===== src/rtl/cat_pkg.sv =====
package cat_pkg;

   typedef enum logic [1:0] {
      SEQ_IDLE = 2'd0,
      SEQ_ACQ  = 2'd1,
      SEQ_CONV = 2'd2
   } seq_state_e;

   localparam int unsigned ACQ_MAX_PERIODS = 20;

   // acquisition periods: doubles up to code 4, then steps by 4
   function automatic int unsigned acq_periods(input logic [2:0] code);
      int unsigned c;
      c = int'(code);
      if (c <= 4) return 2 * c;
      return 8 + 4 * (c - 4);
   endfunction

endpackage


===== src/rtl/cat_timer.sv =====
module cat_timer #(
   parameter int TMR_W            = 16,
   parameter int MODE_W           = 4,
   parameter logic [3:0] SEV_CODE = 4'b1011
) (
   input  logic              clk,
   input  logic              rst_n,
   input  logic              tick,
   input  logic [MODE_W-1:0] mode,
   input  logic [TMR_W-1:0]  cmp,
   output logic [TMR_W-1:0]  count,
   output logic              match
);

   if (MODE_W != 4) begin : g_bad_mode
      $error("cat_timer: MODE_W must be 4");
   end
   if (TMR_W < 2) begin : g_bad_tmr
      $error("cat_timer: TMR_W too small");
   end

   logic mode_sel;

   always_comb begin
      mode_sel = (mode == SEV_CODE);
      match    = tick && mode_sel && (count == cmp);
   end

   always_ff @(posedge clk or negedge rst_n) begin
      if (!rst_n)     count <= '0;
      else if (match) count <= '0;
      else if (tick)  count <= count + 1'b1;
   end

endmodule


===== src/rtl/cat_sequencer.sv =====
module cat_sequencer
   import cat_pkg::*;
#(
   parameter int ACQ_W        = 3,
   parameter int RES_W        = 10,
   parameter int CONV_PERIODS = 11,
   parameter int TAD_CYCLES   = 2
) (
   input  logic             clk,
   input  logic             rst_n,
   input  logic             start_req,
   input  logic             enable,
   input  logic [ACQ_W-1:0] acq_code,
   input  logic [RES_W-1:0] sample_in,
   input  logic             done_clr,
   output logic             busy,
   output logic             done_flag,
   output logic [RES_W-1:0] result
);

   localparam int LONGEST = (int'(ACQ_MAX_PERIODS) > CONV_PERIODS) ?
                            int'(ACQ_MAX_PERIODS) : CONV_PERIODS;
   localparam int CNT_MAX = LONGEST * TAD_CYCLES;
   localparam int CNT_W   = $clog2(CNT_MAX + 1);

   if (ACQ_W != 3) begin : g_bad_acq
      $error("cat_sequencer: ACQ_W must be 3");
   end
   if (CONV_PERIODS < 1 || TAD_CYCLES < 1) begin : g_bad_len
      $error("cat_sequencer: period counts must be positive");
   end

   seq_state_e       state;
   logic [CNT_W-1:0] cnt;
   logic [CNT_W-1:0] acq_cycles;
   logic [CNT_W-1:0] conv_load;
   logic             accept;
   logic             finish;

   // the tad scaling is a shift-free multiply when one clock per period
   if (TAD_CYCLES == 1) begin : g_tad_one
      always_comb acq_cycles = CNT_W'(acq_periods(acq_code));
   end else begin : g_tad_mul
      always_comb acq_cycles = CNT_W'(acq_periods(acq_code) * TAD_CYCLES);
   end

   always_comb begin
      conv_load = CNT_W'(CONV_PERIODS * TAD_CYCLES - 1);
      accept    = start_req && enable && (state == SEQ_IDLE);
      finish    = (state == SEQ_CONV) && (cnt == '0);
      busy      = (state != SEQ_IDLE);
   end

   always_ff @(posedge clk or negedge rst_n) begin
      if (!rst_n) begin
         state  <= SEQ_IDLE;
         cnt    <= '0;
         result <= '0;
      end else begin
         case (state)
            SEQ_IDLE: begin
               if (accept) begin
                  if (acq_cycles == '0) begin
                     state <= SEQ_CONV;
                     cnt   <= conv_load;
                  end else begin
                     state <= SEQ_ACQ;
                     cnt   <= acq_cycles - 1'b1;
                  end
               end
            end
            SEQ_ACQ: begin
               if (cnt == '0) begin
                  state <= SEQ_CONV;
                  cnt   <= conv_load;
               end else begin
                  cnt <= cnt - 1'b1;
               end
            end
            SEQ_CONV: begin
               if (cnt == '0) begin
                  state  <= SEQ_IDLE;
                  result <= sample_in;
               end else begin
                  cnt <= cnt - 1'b1;
               end
            end
            default: state <= SEQ_IDLE;
         endcase
      end
   end

   always_ff @(posedge clk or negedge rst_n) begin
      if (!rst_n)        done_flag <= 1'b0;
      else if (finish)   done_flag <= 1'b1;
      else if (done_clr) done_flag <= 1'b0;
   end

endmodule


===== src/rtl/cat_formatter.sv =====
module cat_formatter #(
   parameter int RES_W  = 10,
   parameter int BYTE_W = 8
) (
   input  logic [RES_W-1:0]  res,
   input  logic              left_just,
   output logic [BYTE_W-1:0] hi,
   output logic [BYTE_W-1:0] lo
);

   localparam int PAIR_W = 2 * BYTE_W;
   localparam int PAD_W  = PAIR_W - RES_W;

   if (RES_W > PAIR_W || RES_W < 1) begin : g_bad_res
      $error("cat_formatter: RES_W must fit in two bytes");
   end

   logic [PAIR_W-1:0] pair;

   if (PAD_W == 0) begin : g_full
      always_comb pair = res;
   end else begin : g_pad
      always_comb begin
         if (left_just) pair = {res, {PAD_W{1'b0}}};
         else           pair = {{PAD_W{1'b0}}, res};
      end
   end

   always_comb begin
      hi = pair[PAIR_W-1:BYTE_W];
      lo = pair[BYTE_W-1:0];
   end

endmodule


===== src/rtl/cmp_adc_trigger.sv =====
module cmp_adc_trigger #(
   parameter int TMR_W            = 16,
   parameter int MODE_W           = 4,
   parameter logic [3:0] SEV_CODE = 4'b1011,
   parameter int ACQ_W            = 3,
   parameter int RES_W            = 10,
   parameter int BYTE_W           = 8,
   parameter int CONV_PERIODS     = 11,
   parameter int TAD_CYCLES       = 2
) (
   input  logic              clk,
   input  logic              rst_n,
   input  logic              tmr_tick,
   input  logic [MODE_W-1:0] cmp_mode,
   input  logic [TMR_W-1:0]  cmp_value,
   input  logic              adc_enable,
   input  logic [ACQ_W-1:0]  acq_code,
   input  logic              left_just,
   input  logic              sw_start,
   input  logic              done_clr,
   input  logic [RES_W-1:0]  sample_in,
   output logic [TMR_W-1:0]  timer_q,
   output logic              special_trig,
   output logic              busy,
   output logic              done_flag,
   output logic [BYTE_W-1:0] result_hi,
   output logic [BYTE_W-1:0] result_lo
);

   logic             start_req;
   logic [RES_W-1:0] result;

   cat_timer #(
      .TMR_W   (TMR_W),
      .MODE_W  (MODE_W),
      .SEV_CODE(SEV_CODE)
   ) u_timer (
      .clk  (clk),
      .rst_n(rst_n),
      .tick (tmr_tick),
      .mode (cmp_mode),
      .cmp  (cmp_value),
      .count(timer_q),
      .match(special_trig)
   );

   always_comb start_req = special_trig | sw_start;

   cat_sequencer #(
      .ACQ_W       (ACQ_W),
      .RES_W       (RES_W),
      .CONV_PERIODS(CONV_PERIODS),
      .TAD_CYCLES  (TAD_CYCLES)
   ) u_seq (
      .clk      (clk),
      .rst_n    (rst_n),
      .start_req(start_req),
      .enable   (adc_enable),
      .acq_code (acq_code),
      .sample_in(sample_in),
      .done_clr (done_clr),
      .busy     (busy),
      .done_flag(done_flag),
      .result   (result)
   );

   cat_formatter #(
      .RES_W (RES_W),
      .BYTE_W(BYTE_W)
   ) u_fmt (
      .res      (result),
      .left_just(left_just),
      .hi       (result_hi),
      .lo       (result_lo)
   );

endmodule


===== config.mk =====
export PLATFORM = sky130hd
export DESIGN_NAME = cmp_adc_trigger
export DESIGN_NICKNAME = d
export VERILOG_FILES = /design/src/rtl/cat_pkg.sv /design/src/rtl/cat_timer.sv /design/src/rtl/cat_sequencer.sv /design/src/rtl/cat_formatter.sv /design/src/rtl/cmp_adc_trigger.sv
export SDC_FILE = /design/constraint.sdc
export NUM_CORES = 1
export LEC_CHECK = 0
export ABC_AREA = 1
export CORE_MARGIN = 4
export CORE_UTILIZATION = 45
export CTS_BUF_LIST = sky130_fd_sc_hd__clkbuf_8
export DETAILED_ROUTE_END_ITERATION = 8
export PLACE_DENSITY = 0.84
export REMOVE_ABC_BUFFERS = 1
export SYNTH_ARGS = -nofsm -noshare
export SYNTH_HDL_FRONTEND = slang
export SYNTH_HIERARCHICAL = 1
export SYNTH_SLANG_ARGS = --single-unit

===== constraint.sdc =====
create_clock -name clk -period 1.65 [get_ports clk]
set_clock_uncertainty 0.05 [all_clocks]
set_input_delay 0.4125 -clock clk [delete_from_list [all_inputs] [get_ports clk]]
set_output_delay 0.4125 -clock clk [all_outputs]
set_load 0.03 [all_outputs]

; ---- After elaboration in Yosys (flattened, before gate mapping)
; Index checks and enable logic that the tools add are counted.
[classes]
add_sub_neg = 5
magnitude_cmp = 1
n_eq_ne = 8
n_mux = 18
bitwise_logic = 1
reduce_logical = 15
[op_table]
columns = op, count
row1 = 2-to-1 mux 16 bit, 3
row2 = 2-to-1 mux 6 bit, 4
row3 = case mux 6 bit (3 select lines), 1
row4 = "adder 16 x 1 -> 16 bit, second input constant", 1
row5 = equality test 16 bit, 1
row6 = zero test 6 bit, 2
row7 = "subtractor 6 x 1 -> 6 bit, second input constant", 2
row8 = 2-to-1 mux 2 bit, 4
row9 = case mux 2 bit (3 select lines), 1
row10 = AND reduction 3 bit, 2
row11 = nonzero test 2 bit, 3
row12 = "adder 4 x 5 -> 5 bit, first input constant", 1
row13 = logical AND 1 bit, 5
row14 = 2-to-1 mux 5 bit, 1
row15 = "equality test 4 bit, second input constant", 1
row16 = 2-to-1 mux 4 bit, 1
row17 = "inequality test 2 x 1 -> 1 bit, second input constant", 2
row18 = "inequality test 2 bit, second input constant", 2
row19 = "<= comparator 3 bit, second input constant", 1
row20 = 2-to-1 mux 1 bit, 3
row21 = nonzero test 3 bit, 1
row22 = "subtractor 3 bit, second input constant", 1
row23 = "equality test 2 x 1 -> 1 bit, second input constant", 1
row24 = "equality test 2 bit, second input constant", 1
row25 = other kinds (3), 3
[word_totals]
ff_bits = 35
input_bits = 40
output_inout_bits = 35
word_cells = 53

; ---- Longest topological paths before layout
[depth]
word_depth = 8
depth_mapped = 16
ltp_nobuf = 16

; ---- Modules after synthesis
; Netlist, hierarchy kept.
[by_module_without_submodules]
columns = mod, instances, cells_per_inst, area_each_um2, seq_area_each_um2
row1 = cat_timer, 1, 242, 1400.1, 400.4
row2 = cat_sequencer, 1, 142, 1116.1, 475.5
row3 = cat_formatter, 1, 39, 165.2, 0.0
row4 = cmp_adc_trigger, 1, 3, 11.3, 0.0

; ---- Least setup slack after synthesis
; No wires, ideal clock.
[synth_path]
path_kind = reg-to-reg
start = reg u_timer.count[3]
end = reg u_seq.cnt[4]
setup_ns = 0.077
arrival_time_ns = 2.285
required_time_ns = 1.523
slack_ns = -0.762
stages_incl_launch_ff = 15
n_path_buf = 1
synth_period_minus_slack_ns = 2.412
path_cell_list = dfrtp_1 > buf_4 > xnor2_1 > nand2_1 > nor2_1 > nand3_1 > nor2_1 > inv_1 > nand2_1 > a21oi_2 > nor2_1 > nand2_4 > inv_2 > nor2_1 > a21oi_1
[synth_between]
elab_chain_cells = 7
[synth_lines]
columns = item, line
row1 = "start, declared", cat_timer.sv:11  ; output logic [TMR_W-1:0] count,
row2 = "start signal, assigned", cat_timer.sv:32  ; else if (tick) count <= count + 1'b1;
row3 = equality test 16 bit, cat_timer.sv:26  ; match = tick && mode_sel && (count == cmp);
row4 = logical AND 1 bit, cat_timer.sv:26
row5 = named net special_trig, cmp_adc_trigger.sv:23  ; output logic special_trig,
row6 = OR 1 bit, cmp_adc_trigger.sv:47  ; always_comb start_req = special_trig | sw_start;
row7 = named net start_req, cmp_adc_trigger.sv:30  ; logic start_req;
row8 = logical AND 1 bit (2 in series), cat_sequencer.sv:49  ; accept = start_req && enable && (state == SEQ_IDLE);
row9 = inequality test 2 x 1 -> 1 bit (no line), --
row10 = AND reduction 3 bit (no line), --
row11 = "end signal, assigned", cat_sequencer.sv:65  ; cnt <= conv_load;
row12 = "end signal, assigned", cat_sequencer.sv:68  ; cnt <= acq_cycles - 1'b1;
row13 = "end signal, assigned", cat_sequencer.sv:75  ; cnt <= conv_load;
row14 = "end, declared", cat_sequencer.sv:34  ; logic [CNT_W-1:0] cnt;
; The timed path passes the listed nets, and every way through them passes these cells.
; A chain may end at the register's enable or synchronous reset.

; ---- Worst setup path in the final report
[layout_path]
start = reg u_timer.count[7]
end = out special_trig
[layout_between]
elab_chain_cells = 2
[layout_lines]
columns = item, line
row1 = equality test 16 bit, cat_timer.sv:26
row2 = logical AND 1 bit, cat_timer.sv:26
row3 = "end, declared", cmp_adc_trigger.sv:23
; No other way between the ends.

==> impl_metrics.env <==
export IMPL_yosys_register_bits=35
export IMPL_synth_area_um2=2693
export IMPL_postLayoutSetupSlackWorst_ps=-436.7
export IMPL_final_cells=642
export IMPL_design_die_area_um2=7285
export IMPL_cp_top_family="simple AND/OR/NAND/NOR gates"
export IMPL_holdWs_ps=436.0
export IMPL_final_util=0.7629
export IMPL_worstPathCellList="inv_1 -> nand2_1 -> nand3_1 -> nor2_2 -> nand3_2 -> nor2_4 -> buf_6 -> buf_6"
export IMPL_cts_sinks=35
export IMPL_setup_worst_path_start_class="flip-flop"
export IMPL_routabilityCongestion=0.8735
export IMPL_global_route_wire_length_before_repair_um=14190
export IMPL_yosys_warnings=6
export IMPL_critical_path_peak_fanout=4
export IMPL_numPlacedInstances=618
export IMPL_worst_setup_path_type="reg2out"
export IMPL_maxSlewViolCount=0
export IMPL_routed_via_count=3240
export IMPL_min_period_ps=2087
export IMPL_clk_path_buf_depth=2
export IMPL_grt_use_met2=0.4188
export IMPL_final_setup_tns_ps=-3447
export IMPL_reg2reg_from="u_timer/count[7]"
export IMPL_status="finished with violations"
export IMPL_p_leak_nw=2.377
export IMPL_std_cell_rows=27
export IMPL_chipHeight_um=85.36
export IMPL_worst_slew_pin_slew_ps=352.9
export IMPL_groute_layer_met3_usage=0.05243
export IMPL_rsz0062_at_grt="yes"
export IMPL_vias_per_cell=5.047
export IMPL_filler_cell_count=393
export IMPL_cts_htree_levels=2
export IMPL_layout_cells_most_common="sky130_fd_sc_hd__nand2_1"
export IMPL_cp_slowest_cell="sky130_fd_sc_hd__dfrtp_1"
export IMPL_grt_util_met1=0.3035
export IMPL_cts_inserted_buffers=5
export IMPL_layout_area_seq_um2=878.3
export IMPL_globalRoute_totalOverflow=0
export IMPL_busiest_layer="met2"
export IMPL_final_hold_violation_count=0
export IMPL_vias_in_the_first_global_route=3131
export IMPL_dp_slack_ps=-886.6
export IMPL_syn_area_per_cell_um2=6.321
export IMPL_iteration_0_drc_count_of_the_detailed_router=232
export IMPL_core_area_um2=5642
export IMPL_detail_route_antenna_nets=0
export IMPL_setup_violations=12
export IMPL_grt_start_max_net_pins=36
export IMPL_nNetsFinal=616
export IMPL_cp_buffers_inverters=3
export IMPL_clk_pin_slew_worst_paths_ps=70
export IMPL_drt_wl_total_um=9382
export IMPL_drt_drc_violations_left=0
export IMPL_multi_input_comb_area_um2=1709
export IMPL_root_buffer="sky130_fd_sc_hd__clkbuf_8"
export IMPL_critPathLaunch="u_timer/count[7]"
export IMPL_hold_path_class="in2async"
export IMPL_areaGrowthSynthToFinish_pct=59.85
export IMPL_vdd_ir_drop_worst_mv=0.9636
export IMPL_total_power_mw=6.798
export IMPL_die_w_um=85.36
export IMPL_netlist_cell_type_count=32
export IMPL_hpwl_um=6198
export IMPL_most_used_cells_in_the_layout_excluding_fill_and_tap_cells="136 x sky130_fd_sc_hd__nand2_1, 84 x sky130_fd_sc_hd__buf_4, 71 x sky130_fd_sc_hd__inv_1, 35 x sky130_fd_sc_hd__nor2_1, 33 x sky130_fd_sc_hd__dfrtp_1"
export IMPL_drive_gt1_frac=0.3404
export IMPL_final_period_utilization=1.265
export IMPL_antenna_found_initial=0
export IMPL_cap_violations=0
export IMPL_detail_route_wl_per_cell_um=14.61
export IMPL_cpMostUsedCell="sky130_fd_sc_hd__buf_6"
export IMPL_violated_checks="negative setup slack"
export IMPL_syn_instance_count=426
export IMPL_max_freq_mhz=479.2
export IMPL_setup_worst_path_end_class="output port"
export IMPL_antennaDiodeCount=0
export IMPL_cts_tree="built"
export IMPL_clock_latency_ps=290
export IMPL_yosysSeqAreaShare=0.3253
export IMPL_power_density_nw_per_um2=1579
export IMPL_critical_path_required_time_ps=1190
export IMPL_slew_headroom=0.7629
export IMPL_numPortBuffers=74
export IMPL_grt_usage=0.2415
export IMPL_fin_area_um2=4304
export IMPL_crit_path_max_incr_delay_ps=400
export IMPL_floorplan_initialDensity=0.4773
export IMPL_cp_arrival_ps=1620
export IMPL_placement_cell_area_um2=3821
export IMPL_boundaryPins=75
export IMPL_drt_pass1_iter_count=4
-- layout make-up --
type	instances	share of cell area
inverter	86	0.07616
multi-input combinational	301	0.3971
clock buffer	5	0.01599
clock inverter	3	0.003779
sequential	35	0.2041
timing repair buffer	140	0.2820
tap	72	0.02093
-- kinds of logic after synthesis --
family,after synthesis,synth area share
adder cells (fa/ha/maj),7,0.03253
buffers and inverters,91,0.1385
flip-flops,35,0.3253
AO/OA/AOI/OAI,25,0.05298
AND/OR/NAND/NOR,256,0.4117
XOR/XNOR,12,0.03903
-- timing repair --
action	4_1_cts	5_1_grt
hold buffers	0	0
setup buffers	26	5
endpoints found under the setup margin	46	39
resized for setup	92	43
cloned	1	1
pin swaps	25	20
-- per-layer routing --
layer | share of wire | wire length, µm | vias to the layer above
met4 | 0.020 | 188 | 0
met5 | 0 | 0 | -
met1 | 0.40 | 3755 | 1503
li1 | - | - | 1565
met3 | 0.085 | 800 | 22
met2 | 0.49 | 4638 | 150
-- synthesized netlist by cell type --
cell type	n	area share
sky130_fd_sc_hd__nand2_4	1	0.0042
sky130_fd_sc_hd__nor3_1	6	0.011
sky130_fd_sc_hd__nand3b_1	2	0.0056
sky130_fd_sc_hd__o21bai_1	1	0.0028
sky130_fd_sc_hd__nand2_1	158	0.22
sky130_fd_sc_hd__ha_1	7	0.033
sky130_fd_sc_hd__buf_2	1	0.0019
sky130_fd_sc_hd__buf_6	2	0.0084
sky130_fd_sc_hd__inv_1	80	0.11
sky130_fd_sc_hd__clkinv_1	1	0.0014
sky130_fd_sc_hd__a21oi_2	1	0.0033
sky130_fd_sc_hd__buf_8	1	0.0056
sky130_fd_sc_hd__nand3_2	1	0.0037
sky130_fd_sc_hd__o21ai_0	8	0.015
sky130_fd_sc_hd__nor3b_1	1	0.0028
sky130_fd_sc_hd__inv_2	5	0.0070
sky130_fd_sc_hd__nand3_1	23	0.043
sky130_fd_sc_hd__buf_4	1	0.0028
sky130_fd_sc_hd__nor2_1	48	0.067
sky130_fd_sc_hd__a21oi_4	1	0.0060
sky130_fd_sc_hd__xnor2_1	4	0.013
sky130_fd_sc_hd__o21ai_1	1	0.0019
sky130_fd_sc_hd__a21oi_1	13	0.024
sky130_fd_sc_hd__xor2_1	8	0.026
sky130_fd_sc_hd__nor2_2	1	0.0023
sky130_fd_sc_hd__nand3_4	1	0.0065
sky130_fd_sc_hd__nand4_1	7	0.016
sky130_fd_sc_hd__nand2_2	1	0.0023
sky130_fd_sc_hd__nor2_4	4	0.017
sky130_fd_sc_hd__nand4_4	1	0.0079
sky130_fd_sc_hd__and2_1	1	0.0023
sky130_fd_sc_hd__dfrtp_1	35	0.33
-- flip-flops by register name, indices dropped and copies added, names as in the netlist --
register	count
u_seq/done_flag	1
u_timer/count	16
u_seq/result	10
u_seq/state	2
u_seq/cnt	6
-- where the power goes --
group,internal (mW),switching (mW)
Sequential,1.22,0.398
Combinational,1.87,2.70
Clock,0.289,0.325
Total,3.37,3.43
-- worst paths after layout --
| path | to | slack [ps] | depth (start not counted) |
|---|---|---|---|
| max | special_trig | -440 | 8 |
| min | u_timer/count[2] | 440 | 2 |
| max reg2reg | u_seq/cnt[0] | -420 | 15 |
| min reg2reg | u_seq/result[7] | 460 | 2 |
| max in group asynchronous | u_timer/count[10] | 920 | 2 |
| min in group clk | u_seq/result[7] | 460 | 2 |
(Power assumes the default switching activity.)
